`src/rtl/sdma_pkg.sv`:
```
package sdma_pkg;
  typedef enum logic [2:0] {
    ST_IDLE,
    ST_READ,
    ST_RWAIT,
    ST_WRITE,
    ST_FIN
  } sdma_state_e;
endpackage

```
`src/rtl/sdma_chunk.sv`:
```
module sdma_chunk #(
  parameter int CNT_W      = 16,
  parameter int BEAT_BYTES = 16,
  localparam int BEAT_W    = $clog2(BEAT_BYTES) + 1
) (
  input  logic [CNT_W-1:0]      in_left,
  input  logic [CNT_W-1:0]      out_left,
  input  logic [CNT_W-1:0]      tot_left,
  output logic [BEAT_W-1:0]     beat_len,
  output logic [BEAT_BYTES-1:0] beat_be
);
  logic [CNT_W-1:0] line_min;
  logic [CNT_W-1:0] chunk_len;

  // chunk = smallest of the three remaining counts; a beat is at most one bus word
  always_comb begin
    line_min  = (in_left < out_left) ? in_left : out_left;
    chunk_len = (line_min < tot_left) ? line_min : tot_left;
    if (chunk_len >= CNT_W'(BEAT_BYTES)) beat_len = BEAT_W'(BEAT_BYTES);
    else                                 beat_len = chunk_len[BEAT_W-1:0];
  end

  for (genvar g = 0; g < BEAT_BYTES; g++) begin : g_lane
    assign beat_be[g] = (BEAT_W'(g) < beat_len);
  end
endmodule

```
`src/rtl/sdma_addr_seq.sv`:
```
module sdma_addr_seq #(
  parameter int ADDR_W     = 32,
  parameter int SIZE_W     = 24,
  parameter int UNIT_W     = 8,
  parameter int BEAT_BYTES = 16,
  localparam int SHIFT     = $clog2(BEAT_BYTES),
  localparam int LINE_W    = UNIT_W + SHIFT,
  localparam int CNT_W     = (LINE_W > SIZE_W) ? LINE_W : SIZE_W,
  localparam int BEAT_W    = SHIFT + 1
) (
  input  logic              clk,
  input  logic              rst_n,
  input  logic              load,
  input  logic              step,
  input  logic [ADDR_W-1:0] cfg_src_addr,
  input  logic [ADDR_W-1:0] cfg_dst_addr,
  input  logic [SIZE_W-1:0] cfg_total,
  input  logic [UNIT_W-1:0] cfg_in_width,
  input  logic [UNIT_W-1:0] cfg_in_gap,
  input  logic [UNIT_W-1:0] cfg_out_width,
  input  logic [UNIT_W-1:0] cfg_out_gap,
  input  logic [BEAT_W-1:0] beat_len,
  output logic [ADDR_W-1:0] src_ptr,
  output logic [ADDR_W-1:0] dst_ptr,
  output logic [CNT_W-1:0]  in_left,
  output logic [CNT_W-1:0]  out_left,
  output logic [CNT_W-1:0]  tot_left,
  output logic              last
);
  logic [ADDR_W-1:0] src_q, src_d, dst_q, dst_d;
  logic [CNT_W-1:0]  inl_q, inl_d, outl_q, outl_d, tot_q, tot_d;
  logic [LINE_W-1:0] in_w_q, in_g_q, out_w_q, out_g_q;
  logic [CNT_W-1:0]  beat_c, in_rem, out_rem;
  logic [ADDR_W-1:0] beat_a, align_mask;

  assign beat_c     = CNT_W'(beat_len);
  assign beat_a     = ADDR_W'(beat_len);
  assign align_mask = ~ADDR_W'(BEAT_BYTES - 1);
  assign in_rem     = inl_q - beat_c;
  assign out_rem    = outl_q - beat_c;

  always_comb begin
    src_d  = src_q;
    dst_d  = dst_q;
    inl_d  = inl_q;
    outl_d = outl_q;
    tot_d  = tot_q;
    if (load) begin
      src_d  = cfg_src_addr & align_mask;
      dst_d  = cfg_dst_addr & align_mask;
      inl_d  = CNT_W'({cfg_in_width, {SHIFT{1'b0}}});
      outl_d = CNT_W'({cfg_out_width, {SHIFT{1'b0}}});
      tot_d  = CNT_W'(cfg_total);
    end else if (step) begin
      tot_d = tot_q - beat_c;
      if (in_rem == '0) begin
        inl_d = CNT_W'(in_w_q);
        src_d = src_q + beat_a + ADDR_W'(in_g_q);
      end else begin
        inl_d = in_rem;
        src_d = src_q + beat_a;
      end
      if (out_rem == '0) begin
        outl_d = CNT_W'(out_w_q);
        dst_d  = dst_q + beat_a + ADDR_W'(out_g_q);
      end else begin
        outl_d = out_rem;
        dst_d  = dst_q + beat_a;
      end
    end
  end

  always_ff @(posedge clk or negedge rst_n) begin
    if (!rst_n) begin
      src_q  <= '0;
      dst_q  <= '0;
      inl_q  <= '0;
      outl_q <= '0;
      tot_q  <= '0;
    end else if (load || step) begin
      src_q  <= src_d;
      dst_q  <= dst_d;
      inl_q  <= inl_d;
      outl_q <= outl_d;
      tot_q  <= tot_d;
    end
  end

  always_ff @(posedge clk or negedge rst_n) begin
    if (!rst_n) begin
      in_w_q  <= '0;
      in_g_q  <= '0;
      out_w_q <= '0;
      out_g_q <= '0;
    end else if (load) begin
      in_w_q  <= {cfg_in_width, {SHIFT{1'b0}}};
      in_g_q  <= {cfg_in_gap, {SHIFT{1'b0}}};
      out_w_q <= {cfg_out_width, {SHIFT{1'b0}}};
      out_g_q <= {cfg_out_gap, {SHIFT{1'b0}}};
    end
  end

  assign src_ptr  = src_q;
  assign dst_ptr  = dst_q;
  assign in_left  = inl_q;
  assign out_left = outl_q;
  assign tot_left = tot_q;
  assign last     = (tot_q == beat_c);

  // beat never exceeds any remaining count
  assert_beat_bound_R4: assert property (@(posedge clk) disable iff (!rst_n)
    step |-> (beat_len != '0) && (beat_c <= inl_q) && (beat_c <= outl_q) && (beat_c <= tot_q));

  // source line counter reloads to full width after the line is used up
  assert_in_reload_R2: assert property (@(posedge clk) disable iff (!rst_n)
    (step && !load && (inl_q == beat_c)) |=> (inl_q == CNT_W'(in_w_q)));

  // destination line counter reloads to full width after the line is used up
  assert_out_reload_R3: assert property (@(posedge clk) disable iff (!rst_n)
    (step && !load && (outl_q == beat_c)) |=> (outl_q == CNT_W'(out_w_q)));
endmodule

```
`src/rtl/sdma_ctrl.sv`:
```
module sdma_ctrl
  import sdma_pkg::*;
(
  input  logic clk,
  input  logic rst_n,
  input  logic start,
  input  logic cfg_err,
  input  logic cfg_empty,
  input  logic rd_ready,
  input  logic rd_rvalid,
  input  logic wr_ready,
  input  logic last,
  output logic busy,
  output logic done_irq,
  output logic err_flag,
  output logic rd_valid,
  output logic wr_valid,
  output logic load,
  output logic step,
  output logic capture
);
  sdma_state_e state_q, state_d;
  logic        err_q;
  logic        accept;

  assign accept = (state_q == ST_IDLE) && start;

  always_comb begin
    state_d = state_q;
    unique case (state_q)
      ST_IDLE:  if (start) state_d = (cfg_err || cfg_empty) ? ST_FIN : ST_READ;
      ST_READ:  if (rd_ready) state_d = ST_RWAIT;
      ST_RWAIT: if (rd_rvalid) state_d = ST_WRITE;
      ST_WRITE: if (wr_ready) state_d = last ? ST_FIN : ST_READ;
      ST_FIN:   state_d = ST_IDLE;
      default:  state_d = ST_IDLE;
    endcase
  end

  always_ff @(posedge clk or negedge rst_n) begin
    if (!rst_n) state_q <= ST_IDLE;
    else        state_q <= state_d;
  end

  always_ff @(posedge clk or negedge rst_n) begin
    if (!rst_n)      err_q <= 1'b0;
    else if (accept) err_q <= cfg_err;
  end

  assign load     = accept;
  assign rd_valid = (state_q == ST_READ);
  assign wr_valid = (state_q == ST_WRITE);
  assign busy     = rd_valid || wr_valid || (state_q == ST_RWAIT);
  assign done_irq = (state_q == ST_FIN);
  assign err_flag = err_q;
  assign step     = wr_valid && wr_ready;
  assign capture  = (state_q == ST_RWAIT) && rd_rvalid;

  assert_irq_pulse_R6: assert property (@(posedge clk) disable iff (!rst_n)
    done_irq |=> !done_irq);

  assert_err_quiet_R7: assert property (@(posedge clk) disable iff (!rst_n)
    err_flag |-> (!rd_valid && !wr_valid));

  assert_busy_ignore_R9: assert property (@(posedge clk) disable iff (!rst_n)
    (busy && start && !step) |=> busy);
endmodule

```
`src/rtl/sdma_copy.sv`:
```
module sdma_copy #(
  parameter int ADDR_W = 32,
  parameter int SIZE_W = 24,
  parameter int UNIT_W = 8,
  parameter int DATA_W = 128,
  localparam int BEAT_BYTES = DATA_W / 8,
  localparam int SHIFT      = $clog2(BEAT_BYTES),
  localparam int LINE_W     = UNIT_W + SHIFT,
  localparam int CNT_W      = (LINE_W > SIZE_W) ? LINE_W : SIZE_W,
  localparam int BEAT_W     = SHIFT + 1
) (
  input  logic                  clk,
  input  logic                  rst_n,
  input  logic                  start,
  input  logic [ADDR_W-1:0]     cfg_src_addr,
  input  logic [ADDR_W-1:0]     cfg_dst_addr,
  input  logic [SIZE_W-1:0]     cfg_total,
  input  logic [UNIT_W-1:0]     cfg_in_width,
  input  logic [UNIT_W-1:0]     cfg_in_gap,
  input  logic [UNIT_W-1:0]     cfg_out_width,
  input  logic [UNIT_W-1:0]     cfg_out_gap,
  output logic                  busy,
  output logic                  done_irq,
  output logic                  err_flag,
  output logic                  rd_valid,
  input  logic                  rd_ready,
  output logic [ADDR_W-1:0]     rd_addr,
  input  logic                  rd_rvalid,
  input  logic [DATA_W-1:0]     rd_rdata,
  output logic                  wr_valid,
  input  logic                  wr_ready,
  output logic [ADDR_W-1:0]     wr_addr,
  output logic [DATA_W-1:0]     wr_data,
  output logic [BEAT_BYTES-1:0] wr_be
);
  logic              load, step, capture, last;
  logic              cfg_err, cfg_empty;
  logic [CNT_W-1:0]  in_left, out_left, tot_left;
  logic [BEAT_W-1:0] beat_len;
  logic [DATA_W-1:0] data_q;

  assign cfg_err   = (cfg_in_width == '0) || (cfg_out_width == '0);
  assign cfg_empty = (cfg_total == '0);

  sdma_ctrl u_ctrl (
    .clk       (clk),
    .rst_n     (rst_n),
    .start     (start),
    .cfg_err   (cfg_err),
    .cfg_empty (cfg_empty),
    .rd_ready  (rd_ready),
    .rd_rvalid (rd_rvalid),
    .wr_ready  (wr_ready),
    .last      (last),
    .busy      (busy),
    .done_irq  (done_irq),
    .err_flag  (err_flag),
    .rd_valid  (rd_valid),
    .wr_valid  (wr_valid),
    .load      (load),
    .step      (step),
    .capture   (capture)
  );

  sdma_addr_seq #(
    .ADDR_W     (ADDR_W),
    .SIZE_W     (SIZE_W),
    .UNIT_W     (UNIT_W),
    .BEAT_BYTES (BEAT_BYTES)
  ) u_seq (
    .clk           (clk),
    .rst_n         (rst_n),
    .load          (load),
    .step          (step),
    .cfg_src_addr  (cfg_src_addr),
    .cfg_dst_addr  (cfg_dst_addr),
    .cfg_total     (cfg_total),
    .cfg_in_width  (cfg_in_width),
    .cfg_in_gap    (cfg_in_gap),
    .cfg_out_width (cfg_out_width),
    .cfg_out_gap   (cfg_out_gap),
    .beat_len      (beat_len),
    .src_ptr       (rd_addr),
    .dst_ptr       (wr_addr),
    .in_left       (in_left),
    .out_left      (out_left),
    .tot_left      (tot_left),
    .last          (last)
  );

  sdma_chunk #(
    .CNT_W      (CNT_W),
    .BEAT_BYTES (BEAT_BYTES)
  ) u_chunk (
    .in_left  (in_left),
    .out_left (out_left),
    .tot_left (tot_left),
    .beat_len (beat_len),
    .beat_be  (wr_be)
  );

  always_ff @(posedge clk or negedge rst_n) begin
    if (!rst_n)       data_q <= '0;
    else if (capture) data_q <= rd_rdata;
  end

  assign wr_data = data_q;

  assert_start_busy_R1: assert property (@(posedge clk) disable iff (!rst_n)
    (start && !busy && !done_irq && !cfg_err && !cfg_empty) |=> busy);

  assert_busy_cause_R1: assert property (@(posedge clk) disable iff (!rst_n)
    $rose(busy) |-> $past(start));

  assert_rd_hold_R10: assert property (@(posedge clk) disable iff (!rst_n)
    (rd_valid && !rd_ready) |=> (rd_valid && $stable(rd_addr)));

  assert_wr_hold_R10: assert property (@(posedge clk) disable iff (!rst_n)
    (wr_valid && !wr_ready) |=> (wr_valid && $stable(wr_addr) && $stable(wr_data) && $stable(wr_be)));

  assert_rd_align_R11: assert property (@(posedge clk) disable iff (!rst_n)
    rd_valid |-> (rd_addr[SHIFT-1:0] == '0));

  assert_wr_align_R11: assert property (@(posedge clk) disable iff (!rst_n)
    wr_valid |-> (wr_addr[SHIFT-1:0] == '0));
endmodule

```
`config.mk`:
```
export PLATFORM = sky130hd
export DESIGN_NAME = sdma_copy
export DESIGN_NICKNAME = d
export VERILOG_FILES = /design/src/rtl/sdma_pkg.sv /design/src/rtl/sdma_chunk.sv /design/src/rtl/sdma_addr_seq.sv /design/src/rtl/sdma_ctrl.sv /design/src/rtl/sdma_copy.sv
export SDC_FILE = /design/constraint.sdc
export NUM_CORES = 1
export LEC_CHECK = 0
export ABC_AREA = 1
export BUFFER_PORTS_ARGS = -buffer_cell sky130_fd_sc_hd__clkbuf_2
export CELL_PAD_IN_SITES_DETAIL_PLACEMENT = 0
export CELL_PAD_IN_SITES_GLOBAL_PLACEMENT = 1
export CORE_UTILIZATION = 32
export DETAILED_ROUTE_END_ITERATION = 8
export GPL_TIMING_DRIVEN = 0
export PLACE_DENSITY_LB_ADDON = 0.05
export SETUP_SLACK_MARGIN = 0.4
export SLEW_MARGIN = 10
export SYNTH_ARGS = -nofsm -noshare
export SYNTH_HDL_FRONTEND = slang
export SYNTH_SLANG_ARGS = --single-unit
```
`constraint.sdc`:
```
create_clock -name clk -period 11.6 [get_ports clk]
set_input_delay 1.74 -clock clk [delete_from_list [all_inputs] [get_ports clk]]
set_output_delay 1.74 -clock clk [all_outputs]
set_load 0.005 [all_outputs]
```
==> flow_metrics.tcl <==
set metrics [dict create \
    min_from "u_seq.out_g_q[4]" \
    timing.final.crit_share 0.871 \
    syn2layout_area_growth_pct 22.9 \
    grt_pass1_wl_um 126000 \
    clkSinkCount 300 \
    cts_hold_buffers 0 \
    r2r-start "u_seq.out_left[11]" \
    fp.dieH_um 255 \
    antenna_found_initial 2 \
    worstPathArrival_ns 10.54 \
    clk_latency_ns 0.57 \
    required_ns 12.03 \
    min_path_cells 2 \
    clock_path_buffers 3 \
    die_x_um 255 \
    end_kind "flip-flop" \
    syn_avg_cell_area_um2 7.61 \
    fmax_mhz 99.0 \
    min_path_type "reg -> reg" \
    rsz0062_at_grt "no" \
    grt_max_degree 92 \
    place_area_um2 23900 \
    drtIter0Drc 1432 \
    worst_pin_slew_ns 1.21 \
    crit_path_max_fanout 10 \
    maxSlewHeadroom 0.197 \
    crit_path_frequent_cell "nand2_1" \
    initial_core_util 0.324 \
    final_area_um2 25100 \
    maxCapViolCount 0 \
    hold_violations 0 \
    nets 3539 \
    hold_slack_ns 0.498 \
    cts.clk_slew.worst_paths_ns 0.06 \
    routed_wl_um 85500 \
    yosysSeqAreaShare 0.367 \
    wl_per_cell_um 21.0 \
    clockRootBuffer "clkbuf_16" \
    whs_endpoint "u_seq.out_g_q[4]" \
    skew_ns 0.0225 \
    htreeDepth 2 \
    dr_total_vias 20300 \
    status "finished clean" \
    ir_worst_vdd_uv 152 \
    synthesis.nets 3037 \
    r2r_end "u_seq.src_ptr[31]" \
    slew_viol_final 0 \
    rr_worst_depth 48 \
    fin_cells 4066 \
    rows 92 \
    drc 0 \
    p_leak_nw 12.5 \
    viasPerCell 4.99 \
    power_mw 7.07 \
    power.density_nw_per_um2 281 \
    numCtsBuffers 39 \
    setup_violations 0 \
    critPathLaunchType "flip-flop" \
    place.gp.congestion 0.971 \
    period_needed_ns 10.11 \
    hpwl_um 69700 \
    synthCells 2689 \
    layout-drive-gt1-share 0.236 \
    yosysWarnings 0 \
    dp.cells 3996 \
    syn_area_um2 20500 \
    numPortBuffers 458 \
    drt.antenna.violating_nets 0 \
    critPathMaxStageDelay_ns 0.77 \
    post_cts_buffers 0 \
    cts_tree "built" \
    grt_pass1_vias 20300 \
    synth_seq_cells 300 \
    core_um2 63100 \
    grt_usage 0.260 \
    ioPinCount 467 \
    criticalPathCategory "reg -> reg" \
    overflow 0 \
    die_area_um2 64900 \
    critPathSlowestCell "nor2_1" \
    reg2reg_slack_ns 1.49 \
    fin_setup_tns_ns 0 \
    ys_types 56 \
    dr.pass1.iters 7 \
]
[cell families (layout without fill, tap and decap cells)]
kind of cell / count (synthesis) / in the layout / synth area share
muxes: 128 / 128 / 0.0705
buffers and inverters: 428 / 957 / 0.0813
and+or+nand+nor: 1252 / 1252 / 0.266
AOI/OAI and AO/OA: 364 / 364 / 0.102
DFF: 300 / 300 / 0.367
other: 0 / 2 / 0
adders and majority gates: 94 / 94 / 0.0601
xor gates and xnor gates: 123 / 123 / 0.0530
[placed cells by master, fill, tap and decap left out, types with 9 or more instances in the layout]
cell	netlist	final
nor3_1	42	41
o22ai_1	41	41
clkbuf_1	51	64
o221ai_1	18	18
inv_2	15	15
nand4_1	43	43
dfrtp_1	300	300
nand2_2	14	14
xnor2_1	16	16
mux2_2	128	128
ha_1	87	87
clkbuf_16	0	39
inv_1	331	331
nor2_2	16	16
o21ai_1	36	36
nor4_1	23	23
nor3_2	9	10
buf_2	15	15
nor2_4	9	9
nor2_1	236	236
a21oi_1	79	79
xor2_1	106	106
nand3_1	142	142
clkbuf_2	1	458
nand2_1	687	687
o21ai_0	147	147
[layer usage]
layer | global-route usage | wire [um] | up-vias
met5 | 0 | 0 | -
met4 | 0.0517 | 1410 | 0
met3 | 0.0465 | 5190 | 67
met2 | 0.427 | 40100 | 577
met1 | 0.356 | 38700 | 9825
li1 | - | - | 9806
[final cells by class]
class / instances / area (um2)
diodes: 2 / 5.00
plain buffers: 80 / 354
clock buffers: 55 / 1070
clock inverters: 13 / 155
fillers: 6774 / 37900
inverters: 348 / 1310
multi-input cells: 1961 / 11300
flip-flops and latches: 300 / 7510
well taps: 846 / 1060
repair buffers: 461 / 2380
[Yosys cell counts (all sizes together)]
master / number / area share
clkinv: 1 / 0.00018
and2: 1 / 0.00031
buf: 28 / 0.0077
inv: 347 / 0.064
a31o: 1 / 0.00043
o221ai: 18 / 0.0077
nand3: 146 / 0.037
or2: 7 / 0.0021
nand3b: 8 / 0.0029
nor2: 262 / 0.054
and3: 4 / 0.0012
mux2: 128 / 0.070
o211a: 1 / 0.00049
a22oi: 1 / 0.00037
o21ai: 188 / 0.047
o31ai: 2 / 0.00073
nand4: 44 / 0.014
dfrtp: 300 / 0.37
ha: 87 / 0.053
o211ai: 8 / 0.0029
clkbuf: 52 / 0.0096
nor3b: 2 / 0.00073
a211oi: 4 / 0.0015
nor4: 23 / 0.0070
xor2: 107 / 0.046
xnor2: 16 / 0.0069
fa: 7 / 0.0069
a21boi: 1 / 0.00037
a22o: 7 / 0.0030
o21bai: 4 / 0.0015
a21o: 3 / 0.0011
a21oi: 85 / 0.023
nand2: 703 / 0.13
o22ai: 41 / 0.013
nor3: 52 / 0.015
[worst max-delay path, delay by kind of cell, from the launching register on]
kind / cells / cell delay [ns]
simple gates: 23 / 3.35
compound gates: 12 / 2.64
buf+inv: 8 / 1.69
fa+ha+maj: 4 / 1.68
flops: 1 / 0.33
xor+xnor: 1 / 0.24
[sequential cells by signal, indices dropped and copies added, names as in the netlist]
name	flops
u_ctrl.state_q	3
u_seq.in_w_q	8
u_seq.in_g_q	8
u_seq.tot_left	24
u_seq.dst_ptr	32
u_ctrl.err_flag	1
u_seq.out_g_q	8
u_seq.out_left	24
u_seq.in_left	24
wr_data	128
u_seq.out_w_q	8
u_seq.src_ptr	32
[metrics by stage]
step                 util  setup slack (ns)
floorplan               -              4.16
global placement    0.377              1.12
detailed placement  0.379              1.21
CTS                 0.398              1.12
global route        0.398             0.592
finish              0.398              1.49
[repair_timing]
action                                 4_1_cts  5_1_grt
setup endpoints to repair                    0        8
endpoints found under the hold margin        0        0
resized for setup                            0        1
[where the power goes]
part	total [mW]	switching (mW)	internal, mW
clock network	1.22	0.509	0.708
logic	3.94	2.51	1.42
registers	1.91	0.401	1.51
[how the worst max path moves through the flow]
stage | cells after the start | end | start
after floorplan | 49 | u_seq.src_ptr[31] | u_seq.out_left[11]
after global placement | 44 | u_seq.dst_ptr[21] | u_seq.out_left[11]
after detailed placement | 48 | u_seq.src_ptr[31] | u_seq.out_left[11]
after CTS | 44 | u_seq.dst_ptr[21] | u_seq.out_left[11]
after global routing | 48 | u_seq.src_ptr[31] | u_seq.out_left[11]
final | 48 | u_seq.src_ptr[31] | u_seq.out_left[11]
Power figures use the tool's default switching activity.
